===== src/rtl/tws_pkg.sv =====
package tws_pkg;

  localparam logic [3:0] DEV_PREFIX = 4'b1010;

  typedef enum logic [3:0] {
    ST_IDLE,
    ST_DEV,
    ST_DEV_ACK,
    ST_WHI,
    ST_WHI_ACK,
    ST_WLO,
    ST_WLO_ACK,
    ST_WDATA,
    ST_WD_ACK,
    ST_RDATA,
    ST_RACK,
    ST_IGNORE
  } twsState_t;

  typedef struct packed {
    logic shiftIn;
    logic clrBits;
    logic ackOn;
    logic clrDrive;
    logic loadHi;
    logic loadLo;
    logic writeMem;
    logic incWrite;
    logic incRead;
    logic loadTx;
    logic shiftOut;
  } twsStrobes_t;

endpackage


===== src/rtl/tws_ctrl.sv =====
module tws_ctrl
  import tws_pkg::*;
(
  input  logic        clk,
  input  logic        rstN,
  input  logic        sclIn,
  input  logic        sdaIn,
  input  logic [2:0]  strap,
  input  logic [7:0]  rxByte,
  input  logic        byteFull,
  output twsStrobes_t stb,
  output logic        sdaBit
);

  logic [2:0] sclSync, sdaSync;
  logic sclNow, sclOld, sdaNow, sdaOld;
  logic sclRise, sclFall, startCond, stopCond, devMatch;

  twsState_t state, stateNext;
  logic isRead, isReadNext;
  logic masterAck, masterAckNext;

  always_ff @(posedge clk or negedge rstN) begin
    if (!rstN) begin
      sclSync <= '1;
      sdaSync <= '1;
    end else begin
      sclSync <= {sclSync[1:0], sclIn};
      sdaSync <= {sdaSync[1:0], sdaIn};
    end
  end

  assign sclNow    = sclSync[1];
  assign sclOld    = sclSync[2];
  assign sdaNow    = sdaSync[1];
  assign sdaOld    = sdaSync[2];
  assign sclRise   = sclNow & ~sclOld;
  assign sclFall   = ~sclNow & sclOld;
  assign startCond = sclNow & sclOld & sdaOld & ~sdaNow;
  assign stopCond  = sclNow & sclOld & ~sdaOld & sdaNow;
  assign sdaBit    = sdaNow;
  assign devMatch  = (rxByte[7:1] == {DEV_PREFIX, strap});

  always_comb begin
    stb           = '0;
    stateNext     = state;
    isReadNext    = isRead;
    masterAckNext = masterAck;
    if (stopCond) begin
      stateNext    = ST_IDLE;
      stb.clrBits  = 1'b1;
      stb.clrDrive = 1'b1;
    end else if (startCond) begin
      stateNext    = ST_DEV;
      stb.clrBits  = 1'b1;
      stb.clrDrive = 1'b1;
    end else begin
      case (state)
        ST_DEV, ST_WHI, ST_WLO, ST_WDATA: begin
          if (sclRise && !byteFull) begin
            stb.shiftIn = 1'b1;
          end else if (sclFall && byteFull) begin
            case (state)
              ST_DEV: begin
                if (devMatch) begin
                  stb.ackOn  = 1'b1;
                  isReadNext = rxByte[0];
                  stateNext  = ST_DEV_ACK;
                end else begin
                  stateNext  = ST_IGNORE;
                end
              end
              ST_WHI: begin
                stb.loadHi = 1'b1;
                stb.ackOn  = 1'b1;
                stateNext  = ST_WHI_ACK;
              end
              ST_WLO: begin
                stb.loadLo = 1'b1;
                stb.ackOn  = 1'b1;
                stateNext  = ST_WLO_ACK;
              end
              default: begin
                stb.writeMem = 1'b1;
                stb.ackOn    = 1'b1;
                stateNext    = ST_WD_ACK;
              end
            endcase
          end
        end
        ST_DEV_ACK: begin
          if (sclFall) begin
            stb.clrBits = 1'b1;
            if (isRead) begin
              stb.loadTx = 1'b1;
              stateNext  = ST_RDATA;
            end else begin
              stb.clrDrive = 1'b1;
              stateNext    = ST_WHI;
            end
          end
        end
        ST_WHI_ACK: begin
          if (sclFall) begin
            stb.clrDrive = 1'b1;
            stb.clrBits  = 1'b1;
            stateNext    = ST_WLO;
          end
        end
        ST_WLO_ACK: begin
          if (sclFall) begin
            stb.clrDrive = 1'b1;
            stb.clrBits  = 1'b1;
            stateNext    = ST_WDATA;
          end
        end
        ST_WD_ACK: begin
          if (sclFall) begin
            stb.clrDrive = 1'b1;
            stb.clrBits  = 1'b1;
            stb.incWrite = 1'b1;
            stateNext    = ST_WDATA;
          end
        end
        ST_RDATA: begin
          if (sclRise && !byteFull) begin
            stb.shiftIn = 1'b1;
          end else if (sclFall) begin
            if (byteFull) begin
              stb.clrDrive = 1'b1;
              stb.incRead  = 1'b1;
              stb.clrBits  = 1'b1;
              stateNext    = ST_RACK;
            end else begin
              stb.shiftOut = 1'b1;
            end
          end
        end
        ST_RACK: begin
          if (sclRise) begin
            masterAckNext = ~sdaNow;
          end else if (sclFall) begin
            if (masterAck) begin
              stb.loadTx = 1'b1;
              stateNext  = ST_RDATA;
            end else begin
              stateNext  = ST_IGNORE;
            end
          end
        end
        default: ;
      endcase
    end
  end

  always_ff @(posedge clk or negedge rstN) begin
    if (!rstN) begin
      state     <= ST_IDLE;
      isRead    <= 1'b0;
      masterAck <= 1'b0;
    end else begin
      state     <= stateNext;
      isRead    <= isReadNext;
      masterAck <= masterAckNext;
    end
  end

endmodule


===== src/rtl/tws_datapath.sv =====
module tws_datapath
  import tws_pkg::*;
#(
  parameter int ADDR_W    = 12,
  parameter int PAGE_BITS = 5
) (
  input  logic              clk,
  input  logic              rstN,
  input  twsStrobes_t       stb,
  input  logic              sdaBit,
  input  logic [7:0]        memRdData,
  output logic [7:0]        rxByte,
  output logic              byteFull,
  output logic              sdaDriveLow,
  output logic [ADDR_W-1:0] memAddr,
  output logic              memWrEn,
  output logic [7:0]        memWrData,
  output logic [ADDR_W-1:0] curPtr
);

  localparam int HI_W = ADDR_W - 8;

  logic [3:0]        bitCnt;
  logic [7:0]        rxReg;
  logic [7:0]        txReg;
  logic              ackLow;
  logic              txActive;
  logic [ADDR_W-1:0] ptr;

  always_ff @(posedge clk or negedge rstN) begin
    if (!rstN) begin
      bitCnt <= '0;
      rxReg  <= '0;
    end else if (stb.clrBits) begin
      bitCnt <= '0;
    end else if (stb.shiftIn) begin
      bitCnt <= bitCnt + 4'd1;
      rxReg  <= {rxReg[6:0], sdaBit};
    end
  end

  always_ff @(posedge clk or negedge rstN) begin
    if (!rstN) begin
      txReg    <= '1;
      ackLow   <= 1'b0;
      txActive <= 1'b0;
    end else if (stb.loadTx) begin
      txReg    <= memRdData;
      txActive <= 1'b1;
      ackLow   <= 1'b0;
    end else if (stb.clrDrive) begin
      ackLow   <= 1'b0;
      txActive <= 1'b0;
    end else if (stb.ackOn) begin
      ackLow   <= 1'b1;
    end else if (stb.shiftOut) begin
      txReg    <= {txReg[6:0], 1'b1};
    end
  end

  always_ff @(posedge clk or negedge rstN) begin
    if (!rstN) begin
      ptr <= '0;
    end else if (stb.loadHi) begin
      ptr[ADDR_W-1:8] <= rxReg[HI_W-1:0];
    end else if (stb.loadLo) begin
      ptr[7:0] <= rxReg;
    end else if (stb.incRead) begin
      ptr <= ptr + 1'b1;
    end else if (stb.incWrite) begin
      ptr[PAGE_BITS-1:0] <= ptr[PAGE_BITS-1:0] + 1'b1;
    end
  end

  assign rxByte      = rxReg;
  assign byteFull    = (bitCnt == 4'd8);
  assign sdaDriveLow = ackLow | (txActive & ~txReg[7]);
  assign memAddr     = ptr;
  assign memWrEn     = stb.writeMem;
  assign memWrData   = rxReg;
  assign curPtr      = ptr;

endmodule


===== src/rtl/tws_eeprom_slave.sv =====
module tws_eeprom_slave
  import tws_pkg::*;
#(
  parameter int ADDR_W    = 12,
  parameter int PAGE_BITS = 5
) (
  input  logic              clk,
  input  logic              rstN,
  input  logic              sclIn,
  input  logic              sdaIn,
  output logic              sdaDriveLow,
  input  logic [2:0]        strap,
  output logic [ADDR_W-1:0] memAddr,
  output logic              memWrEn,
  output logic [7:0]        memWrData,
  input  logic [7:0]        memRdData
);

  twsStrobes_t       stb;
  logic              sdaBit;
  logic [7:0]        rxByte;
  logic              byteFull;
  logic [ADDR_W-1:0] curPtr;

  tws_ctrl u_ctrl (
    .clk      (clk),
    .rstN     (rstN),
    .sclIn    (sclIn),
    .sdaIn    (sdaIn),
    .strap    (strap),
    .rxByte   (rxByte),
    .byteFull (byteFull),
    .stb      (stb),
    .sdaBit   (sdaBit)
  );

  tws_datapath #(.ADDR_W(ADDR_W), .PAGE_BITS(PAGE_BITS)) u_dp (
    .clk         (clk),
    .rstN        (rstN),
    .stb         (stb),
    .sdaBit      (sdaBit),
    .memRdData   (memRdData),
    .rxByte      (rxByte),
    .byteFull    (byteFull),
    .sdaDriveLow (sdaDriveLow),
    .memAddr     (memAddr),
    .memWrEn     (memWrEn),
    .memWrData   (memWrData),
    .curPtr      (curPtr)
  );

endmodule


===== config.mk =====
export PLATFORM = sky130hd
export DESIGN_NAME = tws_eeprom_slave
export DESIGN_NICKNAME = d
export VERILOG_FILES = /design/src/rtl/tws_pkg.sv /design/src/rtl/tws_ctrl.sv /design/src/rtl/tws_datapath.sv /design/src/rtl/tws_eeprom_slave.sv
export SDC_FILE = /design/constraint.sdc
export NUM_CORES = 1
export LEC_CHECK = 0
export BUFFER_PORTS_ARGS = -buffer_cell sky130_fd_sc_hd__buf_4
export CORE_MARGIN = 3
export CORE_UTILIZATION = 49
export DETAILED_ROUTE_END_ITERATION = 8
export GPL_ROUTABILITY_DRIVEN = 0
export PLACE_DENSITY = 0.73
export SLEW_MARGIN = 20
export SYNTH_ARGS = -nofsm -noshare
export SYNTH_HDL_FRONTEND = slang
export SYNTH_SLANG_ARGS = --single-unit

===== constraint.sdc =====
create_clock -name clk -period 2.6 [get_ports clk]
set_clock_uncertainty 0.05 [all_clocks]
set_input_delay 0.13 -clock clk [delete_from_list [all_inputs] [get_ports clk]]
set_output_delay 0.13 -clock clk [all_outputs]
set_load 0.005 [all_outputs]

### Word level (Yosys, flattened, before mapping)

Cells that the tools add are included.

* bits in registers: 46
* output and inout port bits: 22
* word-level logic and storage cells: 162

* add/subtract/negate cells: 3
* equal/unequal tests: 25
* mux-type cells: 77
* bitwise operators: 19
* reduce and logical (&&, ||, !) cells: 25

Operators with widths (number)
* 4-bit 2-to-1 mux: 18
* 1-bit 2-to-1 mux: 40
* 8-bit 2-to-1 mux: 5
* 4-bit by 1-bit inequality test with 1-bit output (second input constant): 7
* 4-bit case mux with 6 select lines: 1
* 7-bit 2-to-1 mux: 3
* 4-bit by 3-bit == test with 1-bit output (second input constant): 4
* 4-bit == test (second input constant): 4
* 12-bit by 1-bit adder with 12-bit output (second input constant): 1
* 4-bit case mux with 3 select lines: 1
* 11-bit AND reduction: 1
* 5-bit 2-to-1 mux: 2
* 1-bit NOT: 10
* 2-bit nonzero test: 5
* 3-bit 2-to-1 mux: 3
* 1-bit AND: 8
* 4-bit by 2-bit == test with 1-bit output (second input constant): 2
* 4-bit by 2-bit inequality test with 1-bit output (second input constant): 2
* 2-bit AND reduction: 4
* 8-bit nonzero test: 1
* 4-bit OR reduction: 2
* 7-bit == test: 1
* 7-bit AND reduction: 1
* 3-bit nonzero test: 2
* other kinds (17): 21

### Logic depth before layout (Yosys ltp)

Gate-level depths: netlist of the first run.

* depth in word-level cells: 12
* mapped depth: 8

### Modules after synthesis

From an unflattened synthesis of the first run, not the netlist that was laid out.

* cells, all modules: 279
* area, all modules: 2687.6 µm²

By module, submodules not included
* tws_datapath: instances 1, cells each 184, area each 1868.0 µm², sequential area each 860.8 µm²
* tws_ctrl: instances 1, cells each 95, area each 819.5 µm², sequential area each 307.8 µm²

### Least setup slack after synthesis of the first run

Ideal clock, no wire load.

* kind: register to register
* from: register u_dp.bitCnt[0]
* to: register u_dp.ptr[10], in the netlist u_dp.curPtr[10]
* library setup time: 0.087 ns
* arrival: 1.871 ns
* required time: 2.463 ns
* path slack: 0.592 ns
* cell stages (with the launch flop): 7
* path buffers: 0
* period minus slack after synthesis: 2.008 ns
* cell sequence: dfrtp_1 > inv_1 > ha_1 > nand3b_4 > or4_4 > or4_1 > o211ai_1

* cells in the longest elaborated chain, start to end: 9

Ends and longest elaborated chain
* start: declaration: line tws_datapath.sv:23 `logic [3:0] bitCnt;`
* start signal: assignment: line tws_datapath.sv:37 `bitCnt <= bitCnt + 4'd1;`
* 4-bit == test (*): line tws_datapath.sv:76 `assign byteFull = (bitCnt == 4'd8);`
* 1-bit logical AND, or another cell as far along: line tws_ctrl.sv:62 `end else if (sclFall && byteFull) begin`
* 3-bit 2-to-1 mux, or another cell as far along: line tws_ctrl.sv:62
* 3-bit 2-to-1 mux / 1-bit 2-to-1 mux (equally long branches): line tws_ctrl.sv:60, tws_ctrl.sv:126
* 3-bit 2-to-1 mux / 1-bit 2-to-1 mux (equally long branches): line tws_ctrl.sv:58 `case (state)`
* 7-bit 2-to-1 mux (*): line tws_ctrl.sv:53 `end else if (startCond) begin`
* 7-bit 2-to-1 mux (*): line tws_ctrl.sv:49 `if (stopCond) begin`
* 2-bit by 1-bit inequality test with 1-bit output (no source line) / 2-bit nonzero test (equally long branches)
* 2-bit AND reduction (no source line)
* end signal: indexed assignment: line tws_datapath.sv:65 `ptr[ADDR_W-1:8] <= rxReg[HI_W-1:0];`
* end signal: assignment: line tws_datapath.sv:69 `ptr <= ptr + 1'b1;`
* end signal: indexed assignment: line tws_datapath.sv:71 `ptr[PAGE_BITS-1:0] <= ptr[PAGE_BITS-1:0] + 1'b1;`
* end: declaration: line tws_datapath.sv:28 `logic [ADDR_W-1:0] ptr;`

Every way passes the cells marked *; elsewhere a longest branch is shown, timed or not.
A chain may end at the register's enable or synchronous reset.

### Final worst setup path of the first run

* from: register u_ctrl.state[2]
* to: register u_dp.ptr[7], in the netlist u_dp.curPtr[7]

* cells in the longest elaborated chain, start to end: 9

Ends and longest elaborated chain
* start: declaration: line tws_ctrl.sv:19 `twsState_t state, stateNext;`
* start signal: assignment: line tws_ctrl.sv:162 `state <= stateNext;`
* 4-bit by 3-bit == test with 1-bit output / 4-bit by 2-bit == test with 1-bit output (equally long branches): line tws_ctrl.sv:58, tws_ctrl.sv:63
* 1-bit 2-to-1 mux: line tws_ctrl.sv:63 `case (state)`
* 3-bit 2-to-1 mux: line tws_ctrl.sv:62
* 3-bit 2-to-1 mux: line tws_ctrl.sv:60 `if (sclRise && !byteFull) begin`
* 3-bit 2-to-1 mux: line tws_ctrl.sv:58
* 7-bit 2-to-1 mux (*): line tws_ctrl.sv:53
* 7-bit 2-to-1 mux (*): line tws_ctrl.sv:49
* 2-bit nonzero test (no source line) / 1-bit NOT (equally long branches)
* 2-bit AND reduction (no source line)
* end signal: indexed assignment: line tws_datapath.sv:65
* end signal: assignment: line tws_datapath.sv:67 `ptr[7:0] <= rxReg;`
* end signal: assignment: line tws_datapath.sv:69

Marks and branches as above.

==> key figures, run 1 <==
Cells and area
  – Area growth syn-to-layout: 16.92%
  – Final instance area: ~3000 sq um
  – Most frequent cells in the layout: 39 x buf_4, 32 x dfrtp_1, 31 x nand2_1
  – Commonest non-fill, non-tap cell in the layout: buf_4
  – Fillers: 413
  – N_diodes: 0
  – Share of post-route cells with drive strength above 1: 26.23%
  – Final #Nets: about 320
  – Finished Core Util: 61.45%

Min path
  – Worst hold stages: 3
  – Worst Hold Class: primary input to register

Synthesis
  – Cell taking the most area after synthesis: dfrtp_1
  – Synth async-reset ratio: 100.0%
  – Number of flops mapped to enable cells by yosys: 0
  – Syn Nets: 287
  – Synthesized flop and latch total: 46
  – Main synth FF type: dfrtp_1
  – Mapped Area: 2581 sq um
  – Total of warnings raised by yosys: 0
  – Top post-synthesis cells by area: dfrtp_1 31%, dfstp_2 14%, mux2_2 4.8%, nand2_1 4.5%, o21ai_0 3.7%
  – Mean Syn Cell Area: 9.596 sq um
  – Top cell type's share of synthesized area: 31.02%
  – Synth unique cells: 56
  – Sequential area share after synthesis: 45.27%
  – Cells after Synth: about 270

CTS
  – Post-cts resize count: 0
  – TritonCTS buffer count: 5
  – CTS tree: built
  – Clock sinks: 46
  – Worst-path clk slew: 0.09 ns
  – Root Driver: clkbuf_8
  – Clock Latency Late Sink: 0.30 ns
  – H-Tree Depth: 2
  – CTS max path bufs: 2
  – Post-CTS setup buffer count: 0

Global route
  – Initial antenna violation count: 0
  – Largest net degree at the start of global routing: 47
  – Total Routing Usage GR: 19.80%
  – Number of global-route vias before repair: 2041
  – Global route overflow: 0
  – First-pass GRT wire length: 9.777 mm

Pwr
  – Gate power share: 30.9%
  – Clk pwr share: 18.6%
  – Max rail drop VDD: 0.0004623 V
  – P_leak: around 1.4 nW
  – Power per Cell Area: 783.6 nW/um^2
  – Net Sw Frac: 35.77%
  – Net Sw Power: 0.8459 mW
  – Internal: 1.519 mW
  – Reg power frac: 50.5%

Flow run
  – MaxCap Viol Count: 0

Drt
  – Via count: 2147
  – Vias per std cell: 5.772
  – Initial drt markers: 235
  – Antenna-violating nets left: 0
  – WL/cell: 15.44 um
  – Drt drc: 0
  – Routed WL: 5.744 mm
  – Pre-antenna DRT Iters: 4

Placement
  – Post-place instance area: 2899 sq um
  – DP HPWL: around 4.1 mm
  – Pre-CTS setup slack: between 0.3 and 0.4 ns
  – Port bufs: 36

Timing
  – Final period util: 87.89%
  – Sum Neg Setup Slack: 0 ns
  – Final min period: 2.285 ns
  – Slew Limit Fails: 0
  – Setup violators final: 0
  – Slew margin rel.: 50.50%
  – Highest Clock Rate: 437.6 MHz
  – Worst-Margin Slew: 0.7329 ns
  – Fin worst setup slack: 0.3147 ns
  – RSZ-0062 raised after global routing: false
  – Worst Hold Slack: 0.02423 ns
  – Endpoints failing hold: 0

Critical path
  – Critical Path RT: 2.77 ns
  – WS Path Type: register to register
  – Worst r2r path cells: 4
  – Crit start category: register
  – CP Buf/Inv Count: 0
  – Critical-path cell list: nand4bb_1 > or4_1 > or3_1 > a31oi_1
  – WP data arrival: 2.45 ns
  – Critical-path top delay cell: or4_1
  – Family with the most delay on the worst path: simple AND/OR/NAND/NOR gates
  – Worst-path maximum fanout: 18
  – Critical Path Stages: 4
  – CP endpoint kind: register
  – CP max stage delay: 0.66 ns

Floorplan
  – FP Rows: 25
  – Starting density of the core: 52.56%
  – Die Area: 6175 sq um
  – Core ar.: 4911 sq um
  – Die boundary width: 78.58 um
  – Ports: 37
  – Die Height: between 70 and 80 um

Run status
  – Outcome: completed
-- flip-flops by register name, summed over array words and instances (netlist names) --
register	cells
u_dp.ackLow	1
u_dp.bitCnt	4
u_ctrl.sdaSync	3
u_ctrl.sclSync	3
u_ctrl.isRead	1
u_dp.txReg	8
u_dp.memWrData	8
u_dp.curPtr	12
u_ctrl.masterAck	1
u_dp.txActive	1
u_ctrl.state	4
-- kinds of logic after synthesis --
| kind of cell | synth area share (%) |
|---|---|
| buffers and inverters | 4.459 |
| DFF | 45.27 |
| xor gates and xnor gates | 1.357 |
| and+or+nand+nor | 23.85 |
| adders and majority gates | 1.454 |
| muxes | 8.095 |
| AOI/OAI and AO/OA | 15.51 |
-- final timing paths --
kind / slack (ns) / to / startpoint
max: 0.31 / u_dp.curPtr[7] / u_ctrl.state[2]
max in group asynchronous: 1.79 / u_dp.txReg[6] / rstN
min in group asynchronous: 0.31 / u_dp.curPtr[8] / rstN
max reg2reg: 0.31 / u_dp.curPtr[7] / u_ctrl.state[2]
min: 0.02 / u_dp.txReg[0] / memRdData[0]
min reg2reg: 0.31 / u_ctrl.sdaSync[1] / u_ctrl.sdaSync[0]
-- repair_timing --
item	CTS	global route
hold endpoints to repair	34	0
endpoints found under the setup margin	0	0
hold buffers	3	0
-- power groups by stage --
stage	registers, mW	logic [mW]	clock network, mW
floorplan	1.08	0.573	0
global placement	1.19	0.714	0
detailed placement	1.20	0.725	0
CTS	1.19	0.734	0.451
global route	1.23	0.818	0.488
finish	1.19	0.730	0.441
-- per-layer routing --
| metal | up-vias | GRT usage, % | wire, um |
|---|---|---|---|
| met1 | 1032 | 28.62 | 2701 |
| li1 | 1044 | - | - |
| met5 | - | 0 | 0 |
| met2 | 60 | 30.39 | 2720 |
| met4 | 0 | 6.119 | 80 |
| met3 | 11 | 3.211 | 243 |
-- final cells by class --
class	count	area (sq um)	share of cell area (%)
timing repair buffer	42	322.8	10.70
multi-input combinational	194	1297	42.99
tap	67	83.83	2.778
sequential	46	1169	38.72
clock buffer	5	68.82	2.280
inverter	15	56.30	1.866
clock inverter	3	20.02	0.6634
-- worst register-to-register path, stage by stage (launching register included) --
cell,delay (ns)
dfrtp_1,0.58
nand4bb_1,0.34
or4_1,0.66
or3_1,0.39
a31oi_1,0.19
-- through the flow --
stage	std cells	total power, mW
finish	372	2.365
global route	372	2.538
CTS	372	2.373
detailed placement	361	1.926
global placement	361	1.908
floorplan	269	1.655
-- Yosys cell counts (all sizes together), types with 2 or more instances --
library cell / n
and3b: 3
and3: 2
o21ai: 20
nand3b: 2
a21oi: 8
nand2b: 5
dfstp: 14
buf: 6
nand4: 6
mux2: 15
or4: 3
a31oi: 9
nor4b: 2
xor2: 4
a2111o: 2
o22ai: 2
o31ai: 2
a31o: 2
nand3: 10
nor2b: 4
nor3: 2
a211oi: 2
a21boi: 2
a32oi: 2
dfrtp: 32
mux2i: 4
nor4bb: 2
nor4: 2
ha: 3
nor2: 13
nand2: 31
inv: 15
nand4bb: 3
nor3b: 2
or3: 11
clkbuf: 8
(Power assumes the default switching activity.)
==> run 2, diff against run 1 <==
--- a/config.mk
+++ b/config.mk
@@ -5,6 +5,7 @@
 export SDC_FILE = /design/constraint.sdc
 export NUM_CORES = 1
 export LEC_CHECK = 0
+export ABC_AREA = 1
 export BUFFER_PORTS_ARGS = -buffer_cell sky130_fd_sc_hd__buf_4
 export CORE_MARGIN = 3
 export CORE_UTILIZATION = 49
==> run 2 against run 1 <==
Cell count increased by 28%. Fmax increased by 7.2%. Die area increased by 5.0%. Sequential cell count unchanged. Critical path depth increased by 3. Count of clock-buffer cells in the layout unchanged. Critical endpoint is now memWrEn. Largest power group unchanged. First-iteration DRC count decreased by 6.4%. Power increased by 11%. Largest cell class unchanged. Area after synthesis increased by 5.4%. Sequential share of layout area decreased by 2.2 points. Critical path type is now register to output port. Cell area increased by 5.9%. Synthesized cell count increased by 34%.
==> key figures, run 2 <==
Critical path
  – CP endpoint kind: output port
  – WS Path Type: register to output port
  – Worst-path maximum fanout: 5 (-13)
  – Critical-path cell list: inv_1 > ha_1 > nand3_1 > nor2_1 > nand3_1 > nor4_1 > buf_4
  – Critical-path top delay cell: dfrtp_1
  – WP data arrival: 1.95 ns (-0.50 ns)
  – Critical Path RT: 2.42 ns (-0.35 ns)
  – CP max stage delay: 0.40 ns (-0.26 ns)
  – Crit start category: register
  – Most used cell, CP: nand3_1

Cells and area
  – Fillers: 487 (+18%)
  – Area growth syn-to-layout: 17.53%
  – Most frequent cells in the layout: 120 x nand2_1, 39 x nand3_1, 36 x buf_4
  – Share of post-route cells with drive strength above 1: 23.15% (-3.1 points)
  – Max reg flops: 12 (unchanged)
  – Commonest non-fill, non-tap cell in the layout: nand2_1
  – Final #Nets: 423 (+31%)
  – Finished Core Util: 61.04% (-0.42 points)
  – N_diodes: 0 (unchanged)

Timing
  – Worst-Margin Slew: 0.5877 ns (-0.1452 ns)
  – Slew Limit Fails: 0 (unchanged)
  – Sum Neg Setup Slack: 0 ns (unchanged)
  – Worst Hold Slack: 0.003256 ns (-0.02097 ns)
  – Final period util: 81.97% (-5.9 points)
  – Setup violators final: 0 (unchanged)
  – Highest Clock Rate: 469.2 MHz (+7.2%)
  – Final min period: 2.131 ns (-0.1540 ns)
  – Slew margin rel.: 60.82% (+10 points)
  – Fin worst setup slack: 0.4687 ns (+0.1540 ns)
  – Endpoints failing hold: 0 (unchanged)
  – RSZ-0062 raised after global routing: false

Synthesis
  – Total of warnings raised by yosys: 0 (unchanged)
  – Sequential area share after synthesis: 42.96% (-2.3 points)
  – Top cell type's share of synthesized area: 29.44% (-1.6 points)
  – Cells after Synth: 361 (+34%)
  – Leading cell types by count after synthesis: 120 x nand2_1, 39 x nand3_1, 34 x inv_1
  – Mean Syn Cell Area: 7.535 sq um (-21%)
  – Top-count cell post-synth: nand2_1
  – Cell taking the most area after synthesis: dfrtp_1
  – Main synth FF type: dfrtp_1
  – Synthesized flop and latch total: 46 (unchanged)
  – Synth unique cells: 35 (-38%)
  – Top post-synthesis cells by area: dfrtp_1 29%, nand2_1 17%, dfstp_2 14%, nand3_1 7.2%, inv_1 4.7%
  – Syn Nets: 379 (+32%)
  – Mapped Area: 2720 sq um (+5.4%)
  – Synth async-reset ratio: 100.0% (unchanged)
  – Number of flops mapped to enable cells by yosys: 0 (unchanged)

Global route
  – Global route overflow: 0 (unchanged)
  – First-pass GRT wire length: 10.14 mm (+3.7%)
  – Routing usage on met2: 30.71% (+0.32 points)
  – Number of global-route vias before repair: 2189 (+7.3%)
  – Met1 Track Usage GR: 28.93% (+0.30 points)
  – Gr busiest metal: met2
  – Initial antenna violation count: 0 (unchanged)
  – Total Routing Usage GR: 20.28% (+0.48 points)
  – Largest net degree at the start of global routing: 47 (unchanged)
  – Met3 usage: 4.372% (+1.2 points)

Floorplan
  – Die Area: 6481 sq um (+5.0%)
  – Core ar.: 5238 sq um (+6.6%)
  – Starting density of the core: 51.94% (-0.63 points)
  – FP Rows: 26 (+4.0%)
  – Ports: 37 (unchanged)
  – Die Height: 80.51 um (+2.4%)
  – Die boundary width: 80.51 um (+2.4%)

CTS
  – CTS max path bufs: 2 (unchanged)
  – Root Driver: clkbuf_8
  – CTS tree: built
  – Post-CTS setup buffer count: 0 (unchanged)
  – H-Tree Depth: 2 (unchanged)
  – TritonCTS buffer count: 5 (unchanged)
  – Worst-path clk slew: 0.09 ns (about the same)
  – Clock Latency Late Sink: 0.31 ns (about the same)
  – Clock sinks: 46 (unchanged)

Placement
  – Pre-CTS setup slack: 0.8008 ns (+0.4606 ns)
  – DP HPWL: 4.583 mm (+12%)
  – Port bufs: 36 (unchanged)

Drt
  – Pre-antenna DRT Iters: 4 (unchanged)
  – Via count: 2406 (+12%)
  – Vias per std cell: 5.055 (-12%)
  – Drt drc: 0 (unchanged)
  – Initial drt markers: 220 (-6.4%)
  – Antenna-violating nets left: 0 (unchanged)
  – Routed WL: 6.025 mm (+4.9%)
  – WL/cell: 12.66 um (-18%)

Pwr
  – Final Power: 2.627 mW (+11%)
  – Power per Cell Area: 821.9 nW/um^2 (+4.9%)
  – Max rail drop VDD: 0.0004025 V (-13%)
  – P_leak: 1.601 nW (+18%)

Run status
  – Outcome: completed

Flow run
  – MaxCap Viol Count: 0 (unchanged)

Min path
  – Worst Hold Class: primary input to register
## run 2: changes by cell type after synthesis, sizes merged, moves of 11 or more
cell | previous run | this run
nor2 | 13 | 40
nand3 | 10 | 40
mux2 | 15 | 0
nand2 | 31 | 130
inv | 15 | 43
or3 | 11 | 0
## run 2: path summary, 6_finish.rpt
kind                       slack (ns)  cells past startpoint                 to         startpoint
min                             0.003                      3      u_dp.txReg[7]       memRdData[7]
max in group asynchronous        1.78                      2     u_dp.curPtr[3]               rstN
min reg2reg                      0.31                      0  u_ctrl.sdaSync[1]  u_ctrl.sdaSync[0]
min in group asynchronous        0.33                      2  u_dp.memWrData[1]               rstN
max reg2reg                      0.79                     12     u_dp.curPtr[0]     u_dp.bitCnt[0]
max                              0.47                      7            memWrEn     u_dp.bitCnt[0]
## run 2: cell type report
cell class / count / area (sq um) / area share, %
Multi-Input combinational cell: 268 / 1353 / 42.31
Sequential cell: 46 / 1169 / 36.56
Timing Repair Buffer: 40 / 310.3 / 9.706
Inverter: 44 / 168.9 / 5.284
Tap cell: 70 / 87.58 / 2.740
Clock buffer: 5 / 68.82 / 2.153
Clock inverter: 3 / 40.04 / 1.252
## run 2: report_power, final
group | internal, mW | leakage, nW | switching [mW]
Sequential | 0.941 | 0.580 | 0.191
Combinational | 0.378 | 0.964 | 0.584
Clock | 0.283 | 0.0579 | 0.250
Total | 1.60 | 1.60 | 1.03
## run 2: worst max-delay path, delay by kind of cell (launching register included)
family        cells  cell delay (ns)
buf+inv           2             0.28
simple gates      4             0.80
fa+ha+maj         1             0.17
flops             1             0.40
## run 2: logic make-up (layout without fill, tap and decap cells)
logic type               after synthesis  count (layout)  share of synthesized area, %
XOR/XNOR                               5               5                         1.610
flip-flops                            46              46                         42.96
AND/OR/NAND/NOR                      223             223                         38.91
adder cells (fa/ha/maj)                3               3                         1.380
AO/OA/AOI/OAI                         37              37                         7.820
buffers and inverters                 47              92                         7.314
## run 2: timing repair
action,in CTS,in global routing
hold buffers,4,0
resized for setup,0,0
endpoints found under the hold margin,35,0
## run 2: through the flow
| step | area, sq um | instances |
|---|---|---|
| after global placement | 3048 | 464 |
| after floorplan | 2720 | 361 |
| final | 3197 | 476 |
| after global routing | 3197 | 476 |
| after CTS | 3197 | 476 |
| after detailed placement | 3048 | 464 |
## run 2: per-layer routing
| metal | part of all wire, % | routed length [um] |
|---|---|---|
| met1 | 45 | 2739 |
| met2 | 46 | 2801 |
| met3 | 7.0 | 420 |
| met4 | 1.0 | 63 |
| met5 | 0 | 0 |
